$ cat src/rtl/eeml_pkg.sv
package eeml_pkg;
  localparam int WORD_W = 16;
  localparam logic [2:0] CMD_READ = 3'b110;

  typedef enum logic [2:0] {
    ST_IDLE,
    ST_DESEL,
    ST_SEL,
    ST_CMD,
    ST_DATA,
    ST_END
  } rd_state_e;
endpackage

$ cat src/rtl/eeml_tick.sv
module eeml_tick #(
  parameter int HALF_CYC = 4
) (
  input  logic clk,
  input  logic rst_n,
  input  logic run,
  output logic tick
);
  generate
    if (HALF_CYC <= 1) begin : g_pass
      assign tick = run;
    end else begin : g_div
      localparam int CW = $clog2(HALF_CYC);
      logic [CW-1:0] cnt;
      always_ff @(posedge clk or negedge rst_n) begin
        if (!rst_n)              cnt <= '0;
        else if (!run || tick)   cnt <= '0;
        else                     cnt <= cnt + 1'b1;
      end
      assign tick = run && (cnt == CW'(HALF_CYC - 1));
    end
  endgenerate
endmodule

$ cat src/rtl/eeml_word_rd.sv
module eeml_word_rd
  import eeml_pkg::*;
#(
  parameter int ADDR_W = 6
) (
  input  logic              clk,
  input  logic              rst_n,
  input  logic              go,
  input  logic              abort,
  input  logic              tick,
  input  logic [ADDR_W-1:0] addr,
  input  logic              ser_in,
  output logic              run,
  output logic              idle,
  output logic              cs,
  output logic              sk,
  output logic              di,
  output logic              word_ok,
  output logic [WORD_W-1:0] word
);
  localparam int CMD_W = ADDR_W + 3;
  localparam int MAXB  = (CMD_W > WORD_W) ? CMD_W : WORD_W;
  localparam int CNT_W = $clog2(MAXB + 1);

  rd_state_e        st;
  logic             ph;
  logic [CNT_W-1:0] cnt;
  logic [CMD_W-1:0] cmd_sh;

  always_ff @(posedge clk or negedge rst_n) begin
    if (!rst_n) begin
      st      <= ST_IDLE;
      ph      <= 1'b0;
      cnt     <= '0;
      cmd_sh  <= '0;
      word    <= '0;
      word_ok <= 1'b0;
    end else begin
      word_ok <= 1'b0;
      if (abort) begin
        st <= ST_IDLE;
        ph <= 1'b0;
      end else begin
        case (st)
          ST_IDLE: if (go) begin
            st     <= ST_DESEL;
            cmd_sh <= {CMD_READ, addr};
            ph     <= 1'b0;
            cnt    <= '0;
          end
          ST_DESEL: if (tick) st <= ST_SEL;
          ST_SEL:   if (tick) st <= ST_CMD;
          ST_CMD: if (tick) begin
            ph <= ~ph;
            if (ph) begin
              cmd_sh <= {cmd_sh[CMD_W-2:0], 1'b0};
              if (cnt == CNT_W'(CMD_W - 1)) begin
                cnt <= '0;
                st  <= ST_DATA;
              end else cnt <= cnt + 1'b1;
            end
          end
          ST_DATA: if (tick) begin
            ph <= ~ph;
            if (ph) begin
              word <= {word[WORD_W-2:0], ser_in};
              if (cnt == CNT_W'(WORD_W - 1)) begin
                cnt <= '0;
                st  <= ST_END;
              end else cnt <= cnt + 1'b1;
            end
          end
          ST_END: if (tick) begin
            st      <= ST_IDLE;
            word_ok <= 1'b1;
          end
          default: st <= ST_IDLE;
        endcase
      end
    end
  end

  assign run  = (st != ST_IDLE);
  assign idle = (st == ST_IDLE);
  assign cs   = (st == ST_SEL) || (st == ST_CMD) || (st == ST_DATA) || (st == ST_END);
  assign sk   = ((st == ST_CMD) || (st == ST_DATA)) && ph;
  assign di   = (st == ST_CMD) && cmd_sh[CMD_W-1];
endmodule

$ cat src/rtl/eeml_image.sv
module eeml_image
  import eeml_pkg::*;
#(
  parameter int NUM_WORDS = 16,
  parameter int MAC_BYTE0 = 20,
  parameter int MAC_BYTES = 6
) (
  input  logic                         clk,
  input  logic                         rst_n,
  input  logic                         we,
  input  logic [$clog2(NUM_WORDS)-1:0] waddr,
  input  logic [WORD_W-1:0]            wdata,
  input  logic [$clog2(NUM_WORDS)-1:0] raddr,
  output logic [WORD_W-1:0]            rdata,
  output logic [8*MAC_BYTES-1:0]       mac
);
  localparam int BPW = WORD_W / 8;

  logic [WORD_W-1:0] mem [NUM_WORDS];

  always_ff @(posedge clk or negedge rst_n) begin
    if (!rst_n) begin
      for (int i = 0; i < NUM_WORDS; i++) mem[i] <= '0;
    end else if (we) begin
      mem[waddr] <= wdata;
    end
  end

  assign rdata = mem[raddr];

  generate
    for (genvar i = 0; i < MAC_BYTES; i++) begin : g_mac
      localparam int BYTE_IX = MAC_BYTE0 + i;
      localparam int WORD_IX = BYTE_IX / BPW;
      localparam int LANE    = BYTE_IX % BPW;
      assign mac[8*(MAC_BYTES-i)-1 -: 8] = mem[WORD_IX][8*LANE +: 8];
    end
  endgenerate
endmodule

$ cat src/rtl/eeprom_mac_loader.sv
module eeprom_mac_loader
  import eeml_pkg::*;
#(
  parameter int HALF_CYC  = 4,
  parameter int ADDR_W    = 6,
  parameter int NUM_WORDS = 16,
  parameter int MAC_BYTE0 = 20
) (
  input  logic                         clk,
  input  logic                         rst_n,
  input  logic                         start,
  output logic                         ee_cs,
  output logic                         ee_sk,
  output logic                         ee_di,
  input  logic                         ee_do,
  input  logic [$clog2(NUM_WORDS)-1:0] rd_addr,
  output logic [WORD_W-1:0]            rd_data,
  output logic [47:0]                  mac_addr,
  output logic                         mac_valid,
  output logic                         done
);
  localparam int IDX_W = $clog2(NUM_WORDS);
  localparam int HC_W  = $clog2(HALF_CYC + 2);

  logic             active, done_q;
  logic [IDX_W-1:0] widx;
  logic             rd_run, rd_idle, word_ok, tick, go, we;
  logic [WORD_W-1:0] word;

  assign go = active && rd_idle && !start && !word_ok;
  assign we = active && word_ok && !start;

  always_ff @(posedge clk or negedge rst_n) begin
    if (!rst_n) begin
      active <= 1'b1;
      widx   <= '0;
      done_q <= 1'b0;
    end else if (start) begin
      active <= 1'b1;
      widx   <= '0;
      done_q <= 1'b0;
    end else if (active && word_ok) begin
      if (widx == IDX_W'(NUM_WORDS - 1)) begin
        active <= 1'b0;
        done_q <= 1'b1;
      end else begin
        widx <= widx + 1'b1;
      end
    end
  end

  eeml_tick #(.HALF_CYC(HALF_CYC)) u_tick (
    .clk(clk), .rst_n(rst_n), .run(rd_run), .tick(tick)
  );

  eeml_word_rd #(.ADDR_W(ADDR_W)) u_rd (
    .clk(clk), .rst_n(rst_n), .go(go), .abort(start), .tick(tick),
    .addr(ADDR_W'(widx)), .ser_in(ee_do), .run(rd_run), .idle(rd_idle),
    .cs(ee_cs), .sk(ee_sk), .di(ee_di), .word_ok(word_ok), .word(word)
  );

  eeml_image #(.NUM_WORDS(NUM_WORDS), .MAC_BYTE0(MAC_BYTE0), .MAC_BYTES(6)) u_img (
    .clk(clk), .rst_n(rst_n), .we(we), .waddr(widx), .wdata(word),
    .raddr(rd_addr), .rdata(rd_data), .mac(mac_addr)
  );

  assign done      = done_q;
  assign mac_valid = done_q;

  // checker state: length of the current shift-clock level
  logic            sk_prev;
  logic [HC_W-1:0] hold_cnt;
  always_ff @(posedge clk or negedge rst_n) begin
    if (!rst_n) begin
      sk_prev  <= 1'b0;
      hold_cnt <= HC_W'(HALF_CYC);
    end else begin
      sk_prev <= ee_sk;
      if (ee_sk != sk_prev)                  hold_cnt <= HC_W'(1);
      else if (hold_cnt < HC_W'(HALF_CYC))   hold_cnt <= hold_cnt + 1'b1;
    end
  end

  p_sel_clk_low_r1: assert property (@(posedge clk) disable iff (!rst_n)
    $rose(ee_cs) |-> !ee_sk);
  p_di_hold_r2: assert property (@(posedge clk) disable iff (!rst_n)
    (ee_sk && $past(ee_sk)) |-> $stable(ee_di));
  p_drop_clk_low_r4: assert property (@(posedge clk) disable iff (!rst_n)
    ($fell(ee_cs) && !$past(start)) |-> !ee_sk);
  p_mac_hold_r7: assert property (@(posedge clk) disable iff (!rst_n)
    (mac_valid && $past(mac_valid)) |-> $stable(mac_addr));
  p_done_after_word_r8: assert property (@(posedge clk) disable iff (!rst_n)
    $rose(done) |-> $past(word_ok));
  p_half_min_r9: assert property (@(posedge clk) disable iff (!rst_n)
    ((ee_sk != sk_prev) && !$past(start)) |-> (hold_cnt >= HC_W'(HALF_CYC)));
  p_restart_clear_r10: assert property (@(posedge clk) disable iff (!rst_n)
    start |=> !done);
endmodule

$ cat config.mk
export PLATFORM = sky130hd
export DESIGN_NAME = eeprom_mac_loader
export DESIGN_NICKNAME = d
export VERILOG_FILES = /design/src/rtl/eeml_pkg.sv /design/src/rtl/eeml_tick.sv /design/src/rtl/eeml_word_rd.sv /design/src/rtl/eeml_image.sv /design/src/rtl/eeprom_mac_loader.sv
export SDC_FILE = /design/constraint.sdc
export NUM_CORES = 1
export LEC_CHECK = 0
export BUFFER_PORTS_ARGS = -buffer_cell sky130_fd_sc_hd__clkbuf_2
export CAP_MARGIN = 20
export CELL_PAD_IN_SITES_DETAIL_PLACEMENT = 1
export CELL_PAD_IN_SITES_GLOBAL_PLACEMENT = 1
export CORE_MARGIN = 4
export CORE_UTILIZATION = 47
export CTS_CLUSTER_SIZE = 10
export DETAILED_ROUTE_END_ITERATION = 8
export PLACE_DENSITY_LB_ADDON = 0.1
export SYNTH_ARGS = -nofsm -noshare
export SYNTH_HDL_FRONTEND = slang
export SYNTH_SLANG_ARGS = --single-unit
$ cat constraint.sdc
create_clock -name clk -period 3.3 [get_ports clk]
set_input_delay 0.99 -clock clk [delete_from_list [all_inputs] [get_ports clk]]
set_output_delay 0.99 -clock clk [all_outputs]
set_load 0.01 [all_outputs]
After elaboration in Yosys (flattened, before gate mapping). Index checks and enable logic that the tools add are counted. W data, S select, Z words.

Register bits after elaboration: 299. Input bits: 8. Output and inout bits: 69.

Add/sub/neg operators: 3. Magnitude comparators: 3. Eq/ne operators: 26. Mux-type cells: 47. Bitwise gates (word level): 4. Reductions and logical operators: 32.

Operators with widths (number): $bwmux W256 (1); $bmux W16 S4 (1); $demux W16 S4 (1); $mux W16 (3); $mux W5 (7); $mux W3 (11); $mux W9 (3); $pmux W3 S6 (1); $pmux W9 S2 (1); $ne A3 B2 Y1 const B (5); $ne A3 B3 Y1 const B (5); $pmux W5 S3 (1); $mux W1 (12); $mux W4 (3); $eq A5 B4 Y1 const B (2); $ge A5 B5 Y1 const B (2); $not A4 Y5 (2); $reduce_and A10 Y1 (1); $logic_and A1 B1 Y1 (9); $reduce_bool A3 Y1 (3); $reduce_and A7 Y1 (1); $eq A3 B2 Y1 const B (2); $eq A3 B3 Y1 const B (2); $ne A2 B1 Y1 const B (3); 21 further kinds (33).

Depth between registers and ports, before layout.
Word-level depth: 7. Mapped depth: 7.

By module. From an unflattened synthesis, not the netlist that was laid out.

Cell total of the unflattened synthesis: 970. Area total of the unflattened synthesis: 14122.3 µm².

By module, submodules not included: eeml_image (times used 1, cells each 760, area an instance 11947.7 µm², seq. area each 6406.1 µm²); eeml_word_rd (times used 1, cells each 171, area an instance 1766.7 µm², seq. area each 875.8 µm²); eeprom_mac_loader (times used 1, cells each 33, area an instance 316.6 µm², seq. area each 151.4 µm²); eeml_tick (times used 1, cells each 6, area an instance 91.3 µm², seq. area each 50.0 µm²).

Least setup slack after synthesis. Ideal clock, no wire load.

Kind: input port to output port. From: input port rd_addr[0]. To: output port rd_data[0]. Arrival time: 2.376 ns. Data required time: 2.310 ns. Setup slack: -0.066 ns. Cell stages on the path: 4. Path through: buf_4 -> buf_4 -> mux4_2 -> mux4_2.

Word-level cells in the longest chain between the ends: 4.

RTL lines: start, declared (RTL line eeprom_mac_loader.sv:16) `input logic [$clog2(NUM_WORDS)-1:0] rd_addr,`; $not A4 Y5 (not written as such) (RTL line eeml_image.sv:29) `assign rdata = mem[raddr];`; $bmux W16 S4 (RTL line eeml_image.sv:29); $mux W16 (not written as such) (2 in series) (RTL line eeml_image.sv:29); end, declared (RTL line eeprom_mac_loader.sv:17) `output logic [WORD_W-1:0] rd_data,`.

Every way passes these cells. The select of a mux whose other input is x is not followed.

Worst setup path in the final report.
From: input port rd_addr[0]. To: output port rd_data[13].

The elaborated chain is that of the path after synthesis.

==> flow_summary.json <==
{
  "status": "complete, but fails checks",
  "failing_checks": "setup timing",
  "viasPerCell": 5.83,
  "drv.max_cap_violation_count": 0,
  "worstSkewPairLatency_ns": 0.51,
  "cp_cell_sequence": "buf_16 -> buf_12 -> mux4_2 -> mux4_2 -> buf_6",
  "worst_hold_path_type": "in -> async",
  "fillerInstances": 2745,
  "worst_clock_skew_ns": 0.0124,
  "setup-violations-final": 16,
  "layout_common_cells": "sky130_fd_sc_hd__dfrtp_1, sky130_fd_sc_hd__mux2_2, sky130_fd_sc_hd__mux4_2",
  "power_leakage_nw": 7.72,
  "nNetsFinal": 983,
  "drt.antenna.violating_nets": 0,
  "antenna_violations_before_repair": 0,
  "max_rail_drop_vdd_uv": 326,
  "dp_hpwl_um": 23800,
  "initial_standard_cell_utilization_of_the_core": 0.475,
  "dr_drc_count": 0,
  "worst-path-buf-inv": 3,
  "grt_use_total": 0.234,
  "final_instance_count_without_filler_cells": 1369,
  "final_hold_viol_count": 0,
  "dieArea_sq_um": 32700,
  "critical_path_arrival_ns": 2.48,
  "routedWlPerCell_um": 27.3,
  "ff_latch_area_sq_um": 7480,
  "max_slew_margin": 0.523,
  "setup_slack_ns": -0.174,
  "synth-seq-area-share": 0.533,
  "area_growth_syn_to_layout_pct": 14.4,
  "detailed_place.area_sq_um": 14800,
  "pin_count": 77,
  "tightest_slew_ns": 0.708,
  "drt-pass1-iter-count": 6,
  "ctsHoldBuffers": 0,
  "crit_path_max_incr_delay_ns": 0.56,
  "syn_nets": 929,
  "grt_max_degree": 67,
  "synth_area_per_cell_sq_um": 15.4,
  "buffer_ports.inserted": 76,
  "dp.cells": 1310,
  "final_max_slew_viol_count": 0,
  "post-route-min-period_ns": 3.47,
  "ys_seq_elements": 299,
  "cp.required_ns": 2.31,
  "first_pass_grt_wire_length_um": 58600,
  "rows": 63,
  "crit_fanout": 8,
  "global_route.usage.met1": 0.322,
  "final.period_utilization": 1.05,
  "synthesis.area_sq_um": 14000,
  "worst_path_dominant_cell_family": "multiplexers",
  "max_clock_freq_mhz": 288,
  "grt_setup_unrepaired": "true",
  "multi_input_comb_area_sq_um": 5810,
  "route.final.wire_length_um": 37400,
  "use_met2": 0.382,
  "dieWidth_um": 181,
  "cts_tree": "yes",
  "layout_commonest_cell": "sky130_fd_sc_hd__dfrtp_1",
  "grt.overflow.total": 0,
  "worstSetupPathType": "in -> out",
  "synth-async-reset-ratio": 1.00,
  "vias": 7987,
  "final_layout_size_suffix_gt1_frac": 0.546,
  "cts.htree.levels": 2,
  "global_route.usage.met3": 0.0461,
  "post-cts-setup-buffer-count": 0,
  "yosysUniqueCellTypes": 49,
  "slowest_stage": "sky130_fd_sc_hd__mux4_2",
  "synthCells": 912,
  "cts.sinks": 299,
  "initial_detailed_routing_violation_count": 545,
  "total_power_divided_by_cell_area_nw_per_um2": 484,
  "cts_root_buf": "sky130_fd_sc_hd__clkbuf_16",
  "yosysWarnings": 0,
  "fp.coreArea_sq_um": 29600,
  "cts_made_buffers": 37,
  "buffer_depth_of_the_longest_clock_path": 3,
  "number_of_global_route_vias_before_repair": 9273,
  "floorplan.die.height_um": 181,
  "crit_path_launch_type": "input port",
  "cp-end-kind": "output port",
  "clkSlewWorstSetupHoldPaths_ns": 0.06,
  "synth-edff-count": 0,
  "antenna-diode-count": 0,
  "globalRoute.busiestLayer": "met2",
  "timing.critical_path.mode_cell": "sky130_fd_sc_hd__mux4_2",
  "ys.flop_type": "sky130_fd_sc_hd__dfrtp_1",
  "design_area_sq_um": 16100,
  "gp_congestion": 0.772
}
## through the flow
stage / TNS [ns] / worst slack, ns / total power [mW] / hold slack (ns) / utilization
finish: -2.15 / -0.174 / 7.79 / 0.437 / 0.544
detailed placement: -4.78 / -0.351 / 4.18 / 0.440 / 0.500
global route: -2.72 / -0.196 / 8.10 / 0.461 / 0.544
global placement: -4.56 / -0.333 / 4.16 / 0.426 / 0.500
CTS: -2.31 / -0.177 / 7.88 / 0.447 / 0.542
floorplan: -0.0333 / -0.00208 / 4.02 / 0.415 / -
## logic make-up after synthesis
logic type      Yosys count  synth area share
mux                     356             0.349
simple gates             81            0.0363
buf+inv                 126            0.0539
flops                   299             0.533
compound gates           37            0.0174
fa+ha+maj                 9           0.00802
xor+xnor                  4           0.00249
## synth_stat cells (2+ instances only)
library cell | number | area [sq um]
sky130_fd_sc_hd__nand2_1 | 16 | 60.1
sky130_fd_sc_hd__nand3_1 | 5 | 25.0
sky130_fd_sc_hd__nand2_2 | 3 | 18.8
sky130_fd_sc_hd__nor3_1 | 4 | 20.0
sky130_fd_sc_hd__o21ai_0 | 10 | 50.1
sky130_fd_sc_hd__buf_1 | 7 | 26.3
sky130_fd_sc_hd__ha_1 | 9 | 113
sky130_fd_sc_hd__nor2_4 | 10 | 113
sky130_fd_sc_hd__mux2i_1 | 4 | 40.0
sky130_fd_sc_hd__o2bb2ai_1 | 2 | 17.5
sky130_fd_sc_hd__a31oi_1 | 4 | 25.0
sky130_fd_sc_hd__nand4_1 | 3 | 18.8
sky130_fd_sc_hd__inv_1 | 12 | 45.0
sky130_fd_sc_hd__buf_4 | 66 | 495
sky130_fd_sc_hd__nor2_1 | 13 | 48.8
sky130_fd_sc_hd__mux4_2 | 80 | 1800
sky130_fd_sc_hd__nand2b_1 | 7 | 43.8
sky130_fd_sc_hd__xor2_1 | 3 | 26.3
sky130_fd_sc_hd__a22o_1 | 3 | 26.3
sky130_fd_sc_hd__nand3b_1 | 2 | 15.0
sky130_fd_sc_hd__mux2_1 | 15 | 169
sky130_fd_sc_hd__and3_1 | 3 | 18.8
sky130_fd_sc_hd__a211o_1 | 2 | 17.5
sky130_fd_sc_hd__clkbuf_1 | 21 | 78.8
sky130_fd_sc_hd__buf_2 | 17 | 85.1
sky130_fd_sc_hd__mux2_2 | 257 | 2890
sky130_fd_sc_hd__nand3_2 | 3 | 30.0
sky130_fd_sc_hd__dfrtp_1 | 298 | 7460
sky130_fd_sc_hd__buf_6 | 2 | 22.5
sky130_fd_sc_hd__nor4_1 | 3 | 18.8
sky130_fd_sc_hd__nor2_2 | 3 | 18.8
sky130_fd_sc_hd__a21oi_1 | 8 | 40.0
## flip-flops by register name, summed over array words and instances, names as in the netlist
register,flops
u_rd.word,16
done,1
u_rd.st,3
active,1
u_img.mem,208
u_tick.g_div.cnt,2
u_rd.cnt,5
u_img.mac,48
u_rd.word_ok,1
u_rd.ph,1
u_rd.cmd_sh,9
widx,4
## cell type report
type,instances,area share
flip-flops and latches,299,0.465
repair buffers,128,0.0742
clock buffers,49,0.0641
clock inverters,3,0.00156
inverters,13,0.00304
multi-input cells,487,0.361
well taps,390,0.0304
## worst paths after layout
| check | start | end | slack (ns) | cells after the start |
|---|---|---|---|---|
| max reg2reg | active$_DFFE_PN1P_ | u_img.mem[9]$_DFFE_PN0P_ | 1.09 | 6 |
| min in group clk | u_tick.g_div.cnt[0]$_DFF_PN0_ | u_tick.g_div.cnt[0]$_DFF_PN0_ | 0.44 | 1 |
| max | rd_addr[0] | rd_data[13] | -0.17 | 5 |
| min | rst_n | u_img.mem[137]$_DFFE_PN0P_ | 0.44 | 1 |
| min reg2reg | u_tick.g_div.cnt[0]$_DFF_PN0_ | u_tick.g_div.cnt[0]$_DFF_PN0_ | 0.44 | 1 |
| max in group asynchronous | rst_n | active$_DFFE_PN1P_ | 2.00 | 2 |
## per-layer routing
metal	part of all wire	up-vias
li1	-	3411
met1	0.43	4314
met2	0.49	200
met3	0.061	62
met4	0.025	0
met5	0	-
## repair_timing
item                       4_1_cts  5_1_grt
hold endpoints to repair         0        0
resized for setup               16       13
setup endpoints to repair       16       16
gates cloned                     6        0
## report_power, final
group,switching (mW),internal [mW]
registers,0.0394,3.70
clock network,1.47,2.16
logic,0.262,0.157
Power figures use the tool's default switching activity.
